`src/rtl/rx_out_parity.sv`:
```
module rx_out_parity #(
  parameter int DATA_W = 8,
  parameter int STAT_W = 3
) (
  input  logic              clk,
  input  logic              rst_n,
  input  logic [1:0]        mode_code,
  input  logic              dec_en,
  input  logic              bist_en,
  input  logic [DATA_W-1:0] dec_data,
  output logic              dec_par,
  input  logic              rd_valid,
  input  logic [DATA_W-1:0] rd_data,
  input  logic              rd_par,
  input  logic [STAT_W-1:0] rd_stat,
  input  logic              rd_framing,
  output logic [DATA_W-1:0] out_data,
  output logic [STAT_W-1:0] out_stat,
  output logic              out_par,
  output logic              out_par_oe
);

  localparam logic [STAT_W-1:0] LOW2_MASK = STAT_W'(3);
  localparam logic [STAT_W-1:0] ALL_MASK  = '1;

  logic              par_on, par_full;
  logic [STAT_W-1:0] stat_adj, stat_sel;
  logic              par_next, par_q, oe_q;

  assign par_on   = mode_code[1];
  assign par_full = mode_code == 2'b11;

  // first stage: byte parity carried through the FIFO
  assign dec_par = ~^dec_data;

  always_comb begin
    stat_adj = rd_stat;
    if (!dec_en && !bist_en && !rd_framing)
      stat_adj[STAT_W-1] = 1'b0;
  end

  assign stat_sel = par_full           ? ALL_MASK  :
                    (par_on && !dec_en) ? LOW2_MASK : '0;

  // second stage: fold late status into the carried bit
  assign par_next = rd_par ^ (^(stat_adj & stat_sel));

  always_ff @(posedge clk or negedge rst_n) begin
    if (!rst_n) begin
      out_data <= '0;
      out_stat <= '0;
      par_q    <= 1'b0;
      oe_q     <= 1'b0;
    end else begin
      oe_q <= par_on;
      if (rd_valid) begin
        out_data <= rd_data;
        out_stat <= stat_adj;
        par_q    <= par_next;
      end
    end
  end

  assign out_par    = par_q & oe_q;
  assign out_par_oe = oe_q;

endmodule


```
`config.mk`:
```
export PLATFORM = sky130hd
export DESIGN_NAME = rx_out_parity
export DESIGN_NICKNAME = d
export VERILOG_FILES = /design/src/rtl/rx_out_parity.sv
export SDC_FILE = /design/constraint.sdc
export NUM_CORES = 1
export LEC_CHECK = 0
export ABC_AREA = 1
export CORE_MARGIN = 1
export CORE_UTILIZATION = 34
export CTS_CLUSTER_DIAMETER = 50
export DETAILED_ROUTE_END_ITERATION = 6
export HOLD_SLACK_MARGIN = 0.06
export PLACE_DENSITY = 0.89
export SLEW_MARGIN = 20
export SYNTH_ARGS = -nofsm -noshare
export SYNTH_HDL_FRONTEND = slang
export SYNTH_SLANG_ARGS = --single-unit
```
`constraint.sdc`:
```
create_clock -name clk -period 0.9 [get_ports clk]
set_input_delay 0.135 -clock clk [delete_from_list [all_inputs] [get_ports clk]]
set_output_delay 0.135 -clock clk [all_outputs]
set_load 0.05 [all_outputs]
```
**After elaboration in Yosys (flattened, before gate mapping)**

Cells that the tools add are included.

- Flip-flop bits (word level): 13
- Input bits: 28
- Logic and storage cells: 19

- Equality and inequality tests: 1
- Mux-type cells: 3
- Bitwise logic cells: 3
- Reduce and logical (&&, ||, !) cells: 8

Operator list:

| operator | count |
|---|---|
| 8-bit XNOR reduction | 1 |
| 3-bit AND | 1 |
| 1-bit logical AND | 3 |
| 1-bit logical NOT | 3 |
| 3-bit 2-to-1 mux | 1 |
| 3-bit parity | 1 |
| 2-bit == test (second input constant) | 1 |
| 2-bit 2-to-1 mux | 1 |
| 1-bit AND | 1 |
| 1-bit 2-to-1 mux | 1 |
| 1-bit bitwise XOR | 1 |

**Longest topological paths before layout**

Gate-level depths: netlist of the first run.

- Depth after elaboration: 7
- Gate-level depth with buffers: 9
- Mapped depth without buffers: 9

**Least setup slack after synthesis of the first run**

Ideal clock, no wire load.

- Kind: flip-flop to output port
- Start: register oe_q, in the netlist out_par_oe
- End: output out_par
- Arrival time: 1.020 ns
- Slack: -0.255 ns
- Cell stages (with the launch flop): 3
- Path buffers: 0
- Cell sequence: dfrtp_1 > nand2_1 > inv_1

- Word-level cells in the longest chain between the ends: 1

RTL lines:

| element | line | source |
|---|---|---|
| start, declared | 28 | `logic par_next, par_q, oe_q;` |
| start signal, assigned | 55 | `oe_q <= par_on;` |
| 1-bit AND | 64 | `assign out_par = par_q & oe_q;` |
| end, declared | 19 | `output logic out_par,` |

Every way passes these cells.

**Worst setup path in the final report of the first run**

- Start: register par_q
- End: output out_par

- Word-level cells in the longest chain between the ends: 1

RTL lines:

| element | line | source |
|---|---|---|
| start, declared | 28 |  |
| start signal, assigned | 59 | `par_q <= par_next;` |
| 1-bit AND | 64 |  |

Every way passes these cells.

==> results of run 1 <==
final timing paths:
path                                     to  slack [ns]  depth (start not counted)    startpoint
worst max-delay path                out_par       -0.24                          3         par_q
worst min-delay path            out_stat[2]        0.09                          1         rst_n
worst max register to register  out_data[2]        0.11                          3   out_data[2]
worst min register to register        par_q        0.51                          2         par_q
max in group asynchronous       out_data[3]        0.48                          2         rst_n
min in group clk                 out_par_oe        0.14                          1  mode_code[1]
power by group through the flow:
stage	Clock, mW	Combinational [mW]	Sequential, mW
global placement	0	0.828	0.700
CTS	0.377	0.871	0.690
global route	0.395	0.953	0.697
finish	0.360	0.903	0.692
detailed placement	0	0.851	0.703
floorplan	0	0.217	0.841
flip-flops by register name, indices dropped and copies added, names as in the netlist:
signal / cells
out_data: 8
out_stat: 3
out_par_oe: 1
par_q: 1
metal layers:
layer,share of wire,GRT usage
met3,0.070,0.0600
met2,0.58,0.403
met1,0.34,0.205
met4,0.0081,0.127
met5,0,0
layout by cell type, fill, tap and decap left out:
master	synthesis	layout
dlygate4sd2_1	0	3
o21ai_1	1	1
inv_1	6	5
nand2_1	47	42
nand3b_1	1	1
xnor2_2	0	4
nand2_2	0	5
clkbuf_4	0	3
buf_4	0	11
nor2_1	2	2
dfrtp_2	0	1
nand3_2	0	1
xnor2_1	5	1
buf_12	0	15
clkinvlp_4	0	1
clkbuf_2	0	2
dfrtp_1	13	12
clkbuf_1	0	1
clkdlybuf4s50_1	0	12
dlymetal6s2s_1	0	4
buf_6	0	1
nand3_1	3	2
nor2_4	0	1
xor2_2	0	1
inv_2	2	2
buf_2	2	5
worst max-delay path, stage by stage, from the launching register on:
cell and delay [ns]:
dfrtp_1 0.40, nand2_2 0.09, clkinvlp_4 0.09, buf_12 0.15
per-stage QoR:
step	total power, mW	util	cells	instance area (µm²)	setup TNS, ns
2_1_floorplan	1.06	-	84	646	-0.0776
3_3_place_gp	1.53	0.726	153	1270	-2.18
3_5_place_dp	1.55	0.726	153	1270	-2.61
4_1_cts	1.94	0.758	160	1320	-1.79
5_1_grt	2.04	0.787	164	1370	-2.02
6_report	1.95	0.787	164	1370	-1.56
cell families after synthesis:
| group | synth area share |
|---|---|
| flops | 0.512 |
| simple gates | 0.335 |
| buf+inv | 0.0630 |
| xor+xnor | 0.0827 |
| compound gates | 0.00787 |
final cells by class:
type	count	area, µm²
timing repair buffer	53	626
fill	112	372
multi-input combinational	61	330
sequential	13	327
inverter	8	33.8
tap	25	31.3
clock buffer	4	26.3
what timing repair did:
action / 4_1_cts / 5_1_grt
pin swaps: 9 / 15
endpoints found under the setup margin: 15 / 15
endpoints found under the hold margin: 0 / 0
gates resized for setup: 31 / 17
setup buffers: 3 / 4
==> impl_metrics.yaml, run 1 <==
cts:
  h-tree-depth: 1
  clk_pin_slew_ns: 0.08
  cts-root-buf: "clkbuf_4"
  numCtsBuffers: 3
  holdBufCountCts: 0
  cts_tree: "done"
  worstSkewPairLatency_ns: 0.27
  clkSinkCount: 13
  cts_buffer_depth: 2
logic_synthesis:
  yosysSeqAreaShare: 0.512
  postSynthCellCount: 84
  yosysMostFrequentCell: "nand2_1"
  synthFlopType: "dfrtp_1"
  ys_warn_count: 0
  synthTopCellsByArea: "dfrtp_1 51%, nand2_1 28%, xnor2_1 6.9%, inv_1 3.5%, nand3_1 2.4%"
  synth.cells.most_frequent: "47 x nand2_1, 13 x dfrtp_1, 6 x inv_1, 5 x xnor2_1, 3 x nand3_1"
  yosys.area.top_type_share: 0.512
  synth_cell_type_count: 12
  syn_area_um2: 636
  syn_area_per_cell_um2: 7.57
  synth.ff_latch_count: 13
  synth_edf_count: 0
  syn_nets: 112
  yosysTopAreaCell: "dfrtp_1"
  async_flop_share: 1.00
global_routing:
  grt_antenna_before_repair: 0
  globalRouteTotalUtil: 0.215
  grt-ovfl-total: 0
  grt_max_degree: 14
  grt_pass1_wl_mm: 2.99
  grt_pass1_vias: 762
setup_path:
  critPathRequiredTime_ns: 0.76
  cp-start-kind: "register"
  arrival_ns: 1.01
  cp-end-kind: "primary output"
  critPathKind: "register to primary output"
  crit_fanout: 2
power_and_ir_drop:
  p_sw_uw: 684
  p_sw_frac: 0.350
  cellInternalPower_mw: 1.27
  p_per_area_nw_per_um2: 1420
  power.leakage_nw: 0.741
  peakVddDrop_mv: 0.774
  power_frac_seq: 0.354
  pwr-share-clk: 0.184
  p_comb_frac: 0.462
placement:
  placement.io_buffers: 41
  hpwlAfterDp_mm: 1.45
  pre_cts_slack_ns: -0.572
  place_congestion: 0.687
sta:
  setup-violations-final: 14
  skew_ns: 0
  slew_violations: 0
  period_share: 1.27
  hold_viol_final: 0
  tightest_slew_ns: 0.260
  worst_slack_ns: -0.242
  fin_hold_ws_ns: 0.0866
  maxSlewHeadroom: 0.826
  rsz0062_at_grt: "true"
  max_freq_ghz: 0.876
  period_minus_slack_ns: 1.14
floorplan:
  rows: 15
  core_area_um2: 1750
  fp.dieH_um: 45.2
  initial_utilization: 0.364
  die_area_um2: 2050
  ioPinCount: 42
  die_width_um: 45.2
route:
  wirelength_mm: 1.97
  firstDrtPassIters: 4
  drtAntennaViolNets: 0
  drt_iter0_drc: 17
  num_vias: 737
  vias_per_cell: 4.49
  drc: 0
  wl_per_cell_um: 12.0
worst_hold_path:
  hold_class: "primary input to async pin"
cells_and_area:
  finalNetCount: 168
  n_antenna_cell: 0
  drive_above_1_share: 0.381
  area_delta_synth_final_pct: 116
outcome:
  status: "finished with violations"
  violations: "setup timing"
run:
  maxCapViolations: 0
Power figures use the tool's default switching activity.
==> run 2: changes to the inputs <==
--- a/config.mk
+++ b/config.mk
@@ -8,10 +8,13 @@
 export ABC_AREA = 1
 export CORE_MARGIN = 1
 export CORE_UTILIZATION = 34
+export CTS_BUF_LIST = sky130_fd_sc_hd__clkbuf_16
 export CTS_CLUSTER_DIAMETER = 50
 export DETAILED_ROUTE_END_ITERATION = 6
+export GPL_TIMING_DRIVEN = 1
 export HOLD_SLACK_MARGIN = 0.06
 export PLACE_DENSITY = 0.89
+export REMOVE_ABC_BUFFERS = 1
 export SLEW_MARGIN = 20
 export SYNTH_ARGS = -nofsm -noshare
 export SYNTH_HDL_FRONTEND = slang
==> impl_metrics.yaml, run 2 (synthesized netlist as in run 1, its figures left out) <==
run:
  maxCapViolations: 0
power_and_ir_drop:
  p_per_area_nw_per_um2: 1680
  power.leakage_nw: 0.758
  peakVddDrop_mv: 1.17
global_routing:
  grt_antenna_before_repair: 0
  grt-ovfl-total: 0
  grt_pass1_wl_mm: 3.19
  globalRouteTotalUtil: 0.219
  grt_max_degree: 14
  grt_pass1_vias: 776
placement:
  place_congestion: 0.709
  placement.io_buffers: 41
  hpwlAfterDp_mm: 1.54
cts:
  cts-root-buf: "clkbuf_16"
  worstSkewPairLatency_ns: 0.24
  h-tree-depth: 1
  clk_pin_slew_ns: 0.04
  numCtsBuffers: 3
  cts_buffer_depth: 2
  clkSinkCount: 13
  cts_tree: "done"
route:
  wirelength_mm: 2.18
  drc: 0
  vias_per_cell: 4.67
  drt_iter0_drc: 13
  num_vias: 752
  firstDrtPassIters: 4
  drtAntennaViolNets: 0
  wl_per_cell_um: 13.5
worst_hold_path:
  holdPathStages: 3
  hold_end: "out_stat[1]"
  holdCritStartpoint: "rd_stat[1]"
  hold_class: "primary input to register"
sta:
  slew_violations: 0
  hold_viol_final: 0
  setup-violations-final: 14
  period_share: 1.18
  worst_slack_ns: -0.159
  period_minus_slack_ns: 1.06
  tightest_slew_ns: 0.202
  maxSlewHeadroom: 0.865
  rsz0062_at_grt: "true"
  tns_ns: -0.835
  max_freq_ghz: 0.944
  skew_ns: 0
cells_and_area:
  layout_common_cells: "42 x nand2_1, 14 x buf_12, 13 x dfrtp_1"
  drive_above_1_share: 0.378
  largestRegisters: "out_data: 8 flops, out_stat: 3 flops"
  area_delta_synth_final_pct: 128
  finish.utilization: 0.829
  finalNetCount: 164
  num-fill-cells: 97
  largest_reg_flops: 8
  final_common_cell: "nand2_1"
  top_register: "out_data"
floorplan:
  ioPinCount: 42
  fp.dieH_um: 45.2
  core_area_um2: 1750
  rows: 15
  initial_utilization: 0.364
  die_area_um2: 2050
  die_width_um: 45.2
setup_path:
  arrival_ns: 0.92
  regToRegSetupSlack_ns: 0.13
  rr_worst_depth: 3
  cp-start-kind: "primary input"
  critPathKind: "primary input to primary output"
  r2r-start: "out_data[4]"
  critPathRequiredTime_ns: 0.76
  crit_fanout: 2
  r2r-end: "out_data[4]"
  cp-end-kind: "primary output"
outcome:
  violations: "setup timing"
  status: "finished with violations"
[run 2: where the power goes]
| group | total, mW | internal, mW | switching, mW |
|---|---|---|---|
| sequential | 0.695 | 0.639 | 0.0555 |
| combinational | 0.914 | 0.466 | 0.448 |
| clock | 0.817 | 0.585 | 0.232 |
[run 2: worst max path at each step]
stage	from	endpoint	cells past startpoint
after floorplan	out_par_oe	out_par	2
after global placement	dec_data[0]	dec_par	7
after detailed placement	dec_data[0]	dec_par	7
after CTS	dec_data[0]	dec_par	7
after global routing	dec_data[5]	dec_par	7
final	dec_data[5]	dec_par	7
[run 2: layout make-up]
class / instances / area (µm²) / share of cell area
Inverter: 8 / 32.5 / 0.0225
Antenna cell: 1 / 2.50 / 0.00173
Clock buffer: 3 / 75.1 / 0.0519
Clock inverter: 1 / 3.75 / 0.00260
Tap cell: 25 / 31.3 / 0.0216
Multi-Input combinational cell: 61 / 355 / 0.246
Sequential cell: 13 / 325 / 0.225
Timing Repair Buffer: 49 / 621 / 0.429
[run 2: routing by layer]
| layer | vias to the layer above | part of all wire | track usage |
|---|---|---|---|
| li1 | 353 | - | - |
| met1 | 348 | 0.37 | 0.220 |
| met2 | 47 | 0.53 | 0.394 |
| met3 | 4 | 0.082 | 0.0800 |
| met4 | 0 | 0.016 | 0.109 |
| met5 | - | 0 | 0 |
[run 2: repair_timing]
action | CTS | global route
hold buffers | 0 | 0
resized for setup | 42 | 27
setup endpoints to repair | 15 | 16
pin swaps | 18 | 13
buffers inserted | 3 | 2
[run 2: per-stage QoR]
step	cell area (µm²)	hold slack, ns	power [mW]	instances	setup slack, ns
after floorplan	626	-0.161	1.04	82	-0.255
final	1450	0.154	2.43	161	-0.159
after global placement	1230	0.455	1.50	151	-0.503
after detailed placement	1230	0.474	1.53	151	-0.564
after CTS	1320	0.178	2.37	158	-0.175
after global routing	1440	0.170	2.52	160	-0.202
[run 2: critical path, stage by stage]
cell and delay, ns:
buf_8 0.10, xnor2_2 0.13, xnor2_1 0.22, inv_1 0.06
nand2_1 0.07, nand2_2 0.07, buf_12 0.15
